$ cat config.mk
export PLATFORM = sky130hd
export DESIGN_NAME = row_addr_alloc
export DESIGN_NICKNAME = d
export VERILOG_FILES = /design/src/rtl/rowmap_pkg.sv /design/src/rtl/rowmap_region_table.sv /design/src/rtl/rowmap_cam.sv /design/src/rtl/row_addr_alloc.sv
export SDC_FILE = /design/constraint.sdc
export NUM_CORES = 1
export LEC_CHECK = 0
export ABC_AREA = 1
export BUFFER_PORTS_ARGS = -buffer_cell sky130_fd_sc_hd__buf_2
export CAP_MARGIN = 20
export CORE_MARGIN = 5
export CORE_UTILIZATION = 55
export CTS_CLUSTER_SIZE = 25
export DETAILED_ROUTE_END_ITERATION = 10
export PLACE_DENSITY_LB_ADDON = 0.15
export SYNTH_ARGS = -nofsm -noshare
export SYNTH_HDL_FRONTEND = slang
export SYNTH_HIERARCHICAL = 1
export SYNTH_SLANG_ARGS = --single-unit
export TNS_END_PERCENT = 50
$ cat constraint.sdc
create_clock -name clk -period 8.48 [get_ports clk]
set_input_delay 0.424 -clock clk [delete_from_list [all_inputs] [get_ports clk]]
set_output_delay 0.424 -clock clk [all_outputs]
set_load 0.05 [all_outputs]
$ cat src/rtl/rowmap_pkg.sv
package rowmap_pkg;
   localparam int HANDLE_W = 16;
endpackage

$ cat src/rtl/rowmap_region_table.sv
module rowmap_region_table
   import rowmap_pkg::*;
#(
   parameter int NUM_REGIONS = 4,
   parameter int ADDR_W      = 32,
   parameter int SIZE_W      = 12,
   parameter int ROW_W       = 8,
   parameter int IDX_W       = $clog2(NUM_REGIONS)
) (
   input  logic              clk,
   input  logic              rst_n,
   input  logic              wr_en,
   input  logic [IDX_W-1:0]  wr_idx,
   input  logic [ADDR_W-1:0] wr_base,
   input  logic [SIZE_W-1:0] wr_size,
   input  logic [IDX_W-1:0]  rd_idx,
   input  logic              alloc,
   output logic [ADDR_W-1:0] rd_base,
   output logic [SIZE_W-1:0] rd_size,
   output logic [ROW_W-1:0]  rd_next
);
   logic [ADDR_W-1:0] base_q [NUM_REGIONS];
   logic [SIZE_W-1:0] size_q [NUM_REGIONS];
   logic [ROW_W-1:0]  next_q [NUM_REGIONS];

   assign rd_base = base_q[rd_idx];
   assign rd_size = size_q[rd_idx];
   assign rd_next = next_q[rd_idx];

   always_ff @(posedge clk) begin
      if (!rst_n) begin
         for (int i = 0; i < NUM_REGIONS; i++) begin
            base_q[i] <= '0;
            size_q[i] <= '0;
            next_q[i] <= '0;
         end
      end else if (wr_en) begin
         base_q[wr_idx] <= wr_base;
         size_q[wr_idx] <= wr_size;
         next_q[wr_idx] <= '0;
      end else if (alloc) begin
         next_q[rd_idx] <= rd_next + 1'b1;
      end
   end

   // a fresh allocation advances exactly the pointer of its own region
   p_ptr_step_r3: assert property (@(posedge clk) disable iff (!rst_n)
      alloc && !wr_en |=> next_q[$past(rd_idx)] == ROW_W'($past(rd_next) + 1'b1));
endmodule

$ cat src/rtl/rowmap_cam.sv
module rowmap_cam
   import rowmap_pkg::*;
#(
   parameter int ENTRIES = 4,
   parameter int TAG_W   = 8,
   parameter int ROW_W   = 8,
   parameter int SIZE_W  = 12,
   parameter int LEN_W   = 8
) (
   input  logic                clk,
   input  logic                rst_n,
   input  logic [HANDLE_W-1:0] lk_handle,
   input  logic [TAG_W-1:0]    lk_tag,
   input  logic                upd_en,
   input  logic [LEN_W-1:0]    upd_len,
   input  logic [ROW_W-1:0]    ins_row,
   input  logic [SIZE_W-1:0]   ins_size,
   output logic                hit,
   output logic [ROW_W-1:0]    hit_row,
   output logic                full,
   output logic                head_done
);
   localparam int PTR_W = $clog2(ENTRIES);
   localparam int CNT_W = SIZE_W + 1;

   logic [ENTRIES-1:0]  v_q;
   logic [HANDLE_W-1:0] h_q   [ENTRIES];
   logic [TAG_W-1:0]    t_q   [ENTRIES];
   logic [ROW_W-1:0]    row_q [ENTRIES];
   logic [CNT_W-1:0]    cnt_q [ENTRIES];
   logic [SIZE_W-1:0]   sz_q  [ENTRIES];
   logic [PTR_W-1:0]    head_q, tail_q, hit_idx;
   logic [PTR_W:0]      count_q;
   logic [ENTRIES-1:0]  match;
   logic [CNT_W:0]      sum;
   logic [CNT_W-1:0]    sat;
   logic                push, pop;

   for (genvar g = 0; g < ENTRIES; g++) begin : g_match
      assign match[g] = v_q[g] && (h_q[g] == lk_handle) && (t_q[g] == lk_tag);
   end

   always_comb begin
      hit_row = '0;
      hit_idx = '0;
      for (int i = 0; i < ENTRIES; i++) begin
         if (match[i]) begin
            hit_row = row_q[i];
            hit_idx = PTR_W'(i);
         end
      end
   end

   assign hit       = |match;
   assign full      = (count_q == (PTR_W+1)'(ENTRIES));
   assign head_done = v_q[head_q] && (cnt_q[head_q] >= CNT_W'(sz_q[head_q]));
   assign sum       = {1'b0, cnt_q[hit_idx]} + (CNT_W+1)'(upd_len);
   assign sat       = sum[CNT_W] ? '1 : sum[CNT_W-1:0];
   assign push      = upd_en && !hit;
   assign pop       = head_done;

   always_ff @(posedge clk) begin
      if (!rst_n) begin
         v_q     <= '0;
         head_q  <= '0;
         tail_q  <= '0;
         count_q <= '0;
         for (int i = 0; i < ENTRIES; i++) begin
            h_q[i]   <= '0;
            t_q[i]   <= '0;
            row_q[i] <= '0;
            cnt_q[i] <= '0;
            sz_q[i]  <= '0;
         end
      end else begin
         if (pop) begin
            v_q[head_q] <= 1'b0;
            head_q      <= head_q + 1'b1;
         end
         if (upd_en && hit) cnt_q[hit_idx] <= sat;
         if (push) begin
            v_q[tail_q]   <= 1'b1;
            h_q[tail_q]   <= lk_handle;
            t_q[tail_q]   <= lk_tag;
            row_q[tail_q] <= ins_row;
            cnt_q[tail_q] <= CNT_W'(upd_len);
            sz_q[tail_q]  <= ins_size;
            tail_q        <= tail_q + 1'b1;
         end
         count_q <= count_q + (PTR_W+1)'(push) - (PTR_W+1)'(pop);
      end
   end

   // a key is held by at most one mapping
   p_unique_key_r4: assert property (@(posedge clk) disable iff (!rst_n) $onehot0(match));
   // a new mapping is only inserted where a slot is free or being freed
   p_no_overflow_r7: assert property (@(posedge clk) disable iff (!rst_n) push |-> (!full || pop));
   // occupancy never exceeds the table depth
   p_count_bound_r6: assert property (@(posedge clk) disable iff (!rst_n)
      count_q <= (PTR_W+1)'(ENTRIES));
endmodule

$ cat src/rtl/row_addr_alloc.sv
module row_addr_alloc
   import rowmap_pkg::*;
#(
   parameter int NUM_REGIONS = 4,
   parameter int ENTRIES     = 4,
   parameter int TAG_W       = 8,
   parameter int OFF_W       = 8,
   parameter int LEN_W       = 8,
   parameter int SIZE_W      = 12,
   parameter int ROW_W       = 8,
   parameter int ADDR_W      = 32,
   parameter int DATA_W      = 32
) (
   input  logic                clk,
   input  logic                rst_n,
   input  logic                reg_we,
   input  logic [HANDLE_W-1:0] reg_handle,
   input  logic [ADDR_W-1:0]   reg_base,
   input  logic [SIZE_W-1:0]   reg_row_size,
   input  logic                in_valid,
   output logic                in_ready,
   input  logic [HANDLE_W-1:0] in_handle,
   input  logic [TAG_W-1:0]    in_tag,
   input  logic [OFF_W-1:0]    in_offset,
   input  logic [LEN_W-1:0]    in_len,
   input  logic [DATA_W-1:0]   in_data,
   output logic                out_valid,
   input  logic                out_ready,
   output logic [ADDR_W-1:0]   out_addr,
   output logic [DATA_W-1:0]   out_data
);
   localparam int IDX_W = $clog2(NUM_REGIONS);

   if (NUM_REGIONS < 2 || (1 << IDX_W) != NUM_REGIONS)
      $error("NUM_REGIONS must be a power of two, at least 2");
   if (ENTRIES < 2 || (1 << $clog2(ENTRIES)) != ENTRIES)
      $error("ENTRIES must be a power of two, at least 2");
   if (LEN_W > SIZE_W + 1) $error("LEN_W must not exceed SIZE_W + 1");
   if (IDX_W > HANDLE_W)   $error("NUM_REGIONS exceeds the handle space");

   logic [ADDR_W-1:0] rd_base, addr_next;
   logic [SIZE_W-1:0] rd_size;
   logic [ROW_W-1:0]  rd_next, hit_row, row_sel;
   logic              hit, full, head_done, miss_blocked, fire, wr_ok;

   assign wr_ok = reg_we && (reg_handle < HANDLE_W'(NUM_REGIONS));

   rowmap_region_table #(
      .NUM_REGIONS(NUM_REGIONS), .ADDR_W(ADDR_W), .SIZE_W(SIZE_W), .ROW_W(ROW_W), .IDX_W(IDX_W)
   ) u_regions (
      .clk(clk), .rst_n(rst_n),
      .wr_en(wr_ok), .wr_idx(reg_handle[IDX_W-1:0]), .wr_base(reg_base), .wr_size(reg_row_size),
      .rd_idx(in_handle[IDX_W-1:0]), .alloc(fire && !hit),
      .rd_base(rd_base), .rd_size(rd_size), .rd_next(rd_next)
   );

   rowmap_cam #(
      .ENTRIES(ENTRIES), .TAG_W(TAG_W), .ROW_W(ROW_W), .SIZE_W(SIZE_W), .LEN_W(LEN_W)
   ) u_cam (
      .clk(clk), .rst_n(rst_n),
      .lk_handle(in_handle), .lk_tag(in_tag),
      .upd_en(fire), .upd_len(in_len), .ins_row(rd_next), .ins_size(rd_size),
      .hit(hit), .hit_row(hit_row), .full(full), .head_done(head_done)
   );

   assign miss_blocked = !hit && full && !head_done;
   assign in_ready     = !reg_we && (!out_valid || out_ready) && !miss_blocked;
   assign fire         = in_valid && in_ready;
   assign row_sel      = hit ? hit_row : rd_next;
   assign addr_next    = rd_base + ADDR_W'(row_sel) * ADDR_W'(rd_size) + ADDR_W'(in_offset);

   always_ff @(posedge clk) begin
      if (!rst_n) begin
         out_valid <= 1'b0;
         out_addr  <= '0;
         out_data  <= '0;
      end else if (fire) begin
         out_valid <= 1'b1;
         out_addr  <= addr_next;
         out_data  <= in_data;
      end else if (out_ready) begin
         out_valid <= 1'b0;
      end
   end

   // a stalled output holds its contents
   p_out_hold_r8: assert property (@(posedge clk) disable iff (!rst_n)
      out_valid && !out_ready |=> out_valid && $stable(out_addr) && $stable(out_data));
   // an accepted request is presented one edge later
   p_one_cycle_r8: assert property (@(posedge clk) disable iff (!rst_n)
      in_valid && in_ready |=> out_valid);
   // registration and request acceptance never share a cycle
   p_reg_blocks_r2: assert property (@(posedge clk) disable iff (!rst_n)
      reg_we |-> !in_ready);
endmodule

==> results.md <==
| Parameter | Reported |
| --- | --- |
| Commonest cells after routing, fill and taps aside | 719 x nand2_1, 682 x nor2_1, 436 x edfxtp_1 |
| Status | finished, final reports clean |
| Number of buffers inserted during clock tree synthesis | 55 |
| Most common library cell in the layout ignoring fill and taps | nand2_1 |
| Maximum number of pins on one net before global-route repair | 86 |
| Setup_tns | 0 ps |
| Gate Count Post-Synth | 3439 |
| Number of enable flip-flop cells after synthesis | 436 |
| Layout Nets | 3930 |
| Flip-flop and latch count after synthesis | 514 |
| DP Area | 31300 µm² |
| Maximum cell stage delay along the critical path | 480 ps |
| Fraction of layout cells with a size suffix above 1 | 12.6% |
| Area growth from synthesis to layout | 11.2% |
| Data arrival, critical path | 7520 ps |
| First-pass GRT wire length | 134000 µm |
| Mapped Avg Cell Area | 8.63 µm² |
| Data required time of the worst path | 8990 ps |
| Number of standard-cell rows in the floorplan | 85 |
| Synth area leader | edfxtp_1 |
| Synthesized net count | 3757 |
| Number of library cell types mapped by synthesis | 53 |
| P_leak | 15.1 nW |
| Critical path endpoint category | register |
| Die outline area | 58700 µm² |
| Crit path time final | 7010 ps |
| Critical Path Fanout Max | 10 |
| Hold path start | in_data[8] |
| Type of the tightest min-delay check | primary input to register |
| Max-cap viol count | 0 |
| Drt via density | 5.54 |
| Most prevalent standard cell on the critical path | nand2_1 |
| Initial core utilization | 55.4% |
| Netlist area before placement | 29700 µm² |
| First-pass iteration count of the detailed router | 5 |
| Kind of launch point of the worst setup path | register |
| Final design area excluding fillers | 33000 µm² |
| Clock transition time at the flip-flop clock pins of the worst setup and hold paths | 60 ps |
| Async set or reset register ratio after synthesis | 0% |
| Top Ports | 203 |
| Seq/Total Area, Yosys | 49.4% |
| Clock tree from TritonCTS | yes |
| Drt drc | 0 |
| Layout Cells excl Fill | 4347 |
| Final WL | 85600 µm |
| Clk_skew | 17.1 ps |
| Cells resized by post-CTS repair | 0 |
| Via count of the first global-routing pass | 24.2k |
| Total overflow reported by the global router | 0 |
| Number of antenna violations at the first check in global routing | 0 |
| Dominant synthesized flop cell | edfxtp_1 |
| Number of antenna repair diodes | 0 |
| Starting DRT DRC Count | 2123 |
| Maximum resistive drop on vdd | 0.000260 V |
| Post-detailed-route count of antenna-violating nets | 0 |
| Core area | 53600 µm² |
| Via count | 24.1k |
| RR Startpoint | u_cam/h_q[2][14]$_SDFFCE_PN0P_ |
| Final number of max-transition violations | 0 |
| GP Congestion | 0.959 |
| Worst-Skew Late Latency | 610 ps |
| Critical path origin | u_cam/h_q[2][14]$_SDFFCE_PN0P_ |
| Worst-path cell with the longest stage delay | fa_1 |
| Number of synthesis warnings | 6 |
| Utilization after layout | 61.6% |
| Count of buffers added by post-CTS timing repair for setup | 0 |
| Cell total after placement | 4251 |
| Hold Slack | 51.4 ps |
| Depth of the CTS H-tree | 2 |
| WL per Instance | 19.7 µm |
| Maximum clock insertion buffer count | 3 |
| Aggregate global-route resource usage | 28.6% |
| Clk sinks | 514 |
| Number of hold-slack violations in the final timing report | 0 |
| Pwr Density | 282 nW/µm² |
| Count of final setup violators | 0 |
| Cell types occupying the most area after synthesis | edfxtp_1 44%, nand2_1 9.2%, nor2_1 8.6% |
| Die outline height | 242 µm |
| CTS root buffer | clkbuf_16 |
| Detailed-placement wirelength estimate | 60700 µm |
| Hold buffer count at CTS | 0 |
| Floorplan die width | 242 µm |
| IO Port Bufs | 202 |
| Kind of critical path | register to register |
| Worst Max-Slew Pin Slew | 892 ps |
| Peak clock frequency supported by timing | 143 MHz |
| Max-slew headroom | 40.6% |
| Setup repair after global routing missed its margin | false |
| Ratio of final minimum period to clock period | 82.7% |
| Fraction of post-synthesis cell area in the top cell type by area | 44.1% |
## metrics by stage
stage                     setup slack, ps  power [W]
after floorplan                      2400    0.00591
after global placement               1330    0.00696
after detailed placement             1250    0.00701
after CTS                            1540    0.00937
after global routing                  930    0.00996
final                                1470    0.00931
## area by class of cell
class / instances / area (µm²)
inverter: 473 / 1780
sequential: 514 / 14700
fill: 4675 / 20600
multi-input combinational: 2330 / 12700
tap: 696 / 871
clock inverter: 33 / 323
clock buffer: 63 / 1410
timing repair buffer: 238 / 1280
## kinds of logic after synthesis
family | count (synthesis) | synth area share, %
fa+ha+maj | 181 | 9.78
flops | 514 | 49.4
xor+xnor | 38 | 1.15
simple gates | 1685 | 23.5
buf+inv | 595 | 8.03
compound gates | 426 | 8.15
## final timing paths
| check | depth (start not counted) | end | slack (ps) |
|---|---|---|---|
| hold reg to reg | 2 | out_data[31]$_SDFFE_PN0P_ | 460 |
| hold / removal | 3 | out_data[8]$_SDFFE_PN0P_ | 50 |
| setup reg to reg | 36 | out_addr[23]$_SDFFE_PN0P_ | 1470 |
| setup / recovery | 36 | out_addr[23]$_SDFFE_PN0P_ | 1470 |
## worst max-delay path: cells and delay by family, from the launching register on
kind / cells / cell delay (ps)
buffers and inverters: 8 / 1080
AO/OA/AOI/OAI: 1 / 70
XOR/XNOR: 1 / 320
adder cells (fa/ha/maj): 6 / 2530
AND/OR/NAND/NOR: 20 / 2510
flip-flops: 1 / 390
## registers in the layout, indices dropped and copies added, names as in the netlist, named ones only
register	count
u_cam/count_q	3
u_regions/base_q	128
out_addr	32
u_cam/row_q	32
u_cam/tail_q	2
u_cam/sz_q	48
u_cam/t_q	32
u_cam/cnt_q	52
u_cam/v_q	4
u_regions/next_q	32
u_cam/h_q	64
u_cam/head_q	2
out_data	32
out_valid	1
u_regions/size_q	48
## layer usage
| layer | wire length (µm) | share of wire (%) | up-vias | track usage, % |
|---|---|---|---|---|
| met5 | 0 | 0 | - | 0 |
| met4 | 2980 | 3.5 | 0 | 9.58 |
| met3 | 5690 | 6.6 | 191 | 4.38 |
| met2 | 43500 | 51 | 892 | 51.4 |
| met1 | 33400 | 39 | 11600 | 35.3 |
| li1 | - | - | 11500 | - |
## report_power, final
part / total (W) / switching (W) / internal (W)
clock: 0.00234 / 0.00100 / 0.00134
combinational: 0.00388 / 0.00262 / 0.00127
sequential: 0.00309 / 0.000112 / 0.00297
## synthesized netlist by cell type, types with 7 or more instances
| master | count |
|---|---|
| or2_2 | 12 |
| fa_1 | 85 |
| a32oi_1 | 7 |
| buf_4 | 8 |
| xor2_1 | 23 |
| nor2_2 | 7 |
| o21a_1 | 17 |
| o22ai_1 | 61 |
| a21oi_1 | 131 |
| nand4_1 | 21 |
| nor2_1 | 683 |
| nor2_4 | 8 |
| edfxtp_1 | 436 |
| o21ai_0 | 161 |
| nand2_2 | 37 |
| inv_1 | 423 |
| o21ai_1 | 9 |
| ha_1 | 96 |
| xnor2_1 | 14 |
| clkbuf_1 | 69 |
| dfxtp_1 | 78 |
| inv_2 | 44 |
| buf_2 | 29 |
| o21bai_1 | 9 |
| nand3_1 | 138 |
| buf_6 | 11 |
| a32o_1 | 12 |
| nor3_1 | 18 |
| nand2_1 | 725 |
| o21ai_2 | 7 |
(Power assumes the default switching activity.)
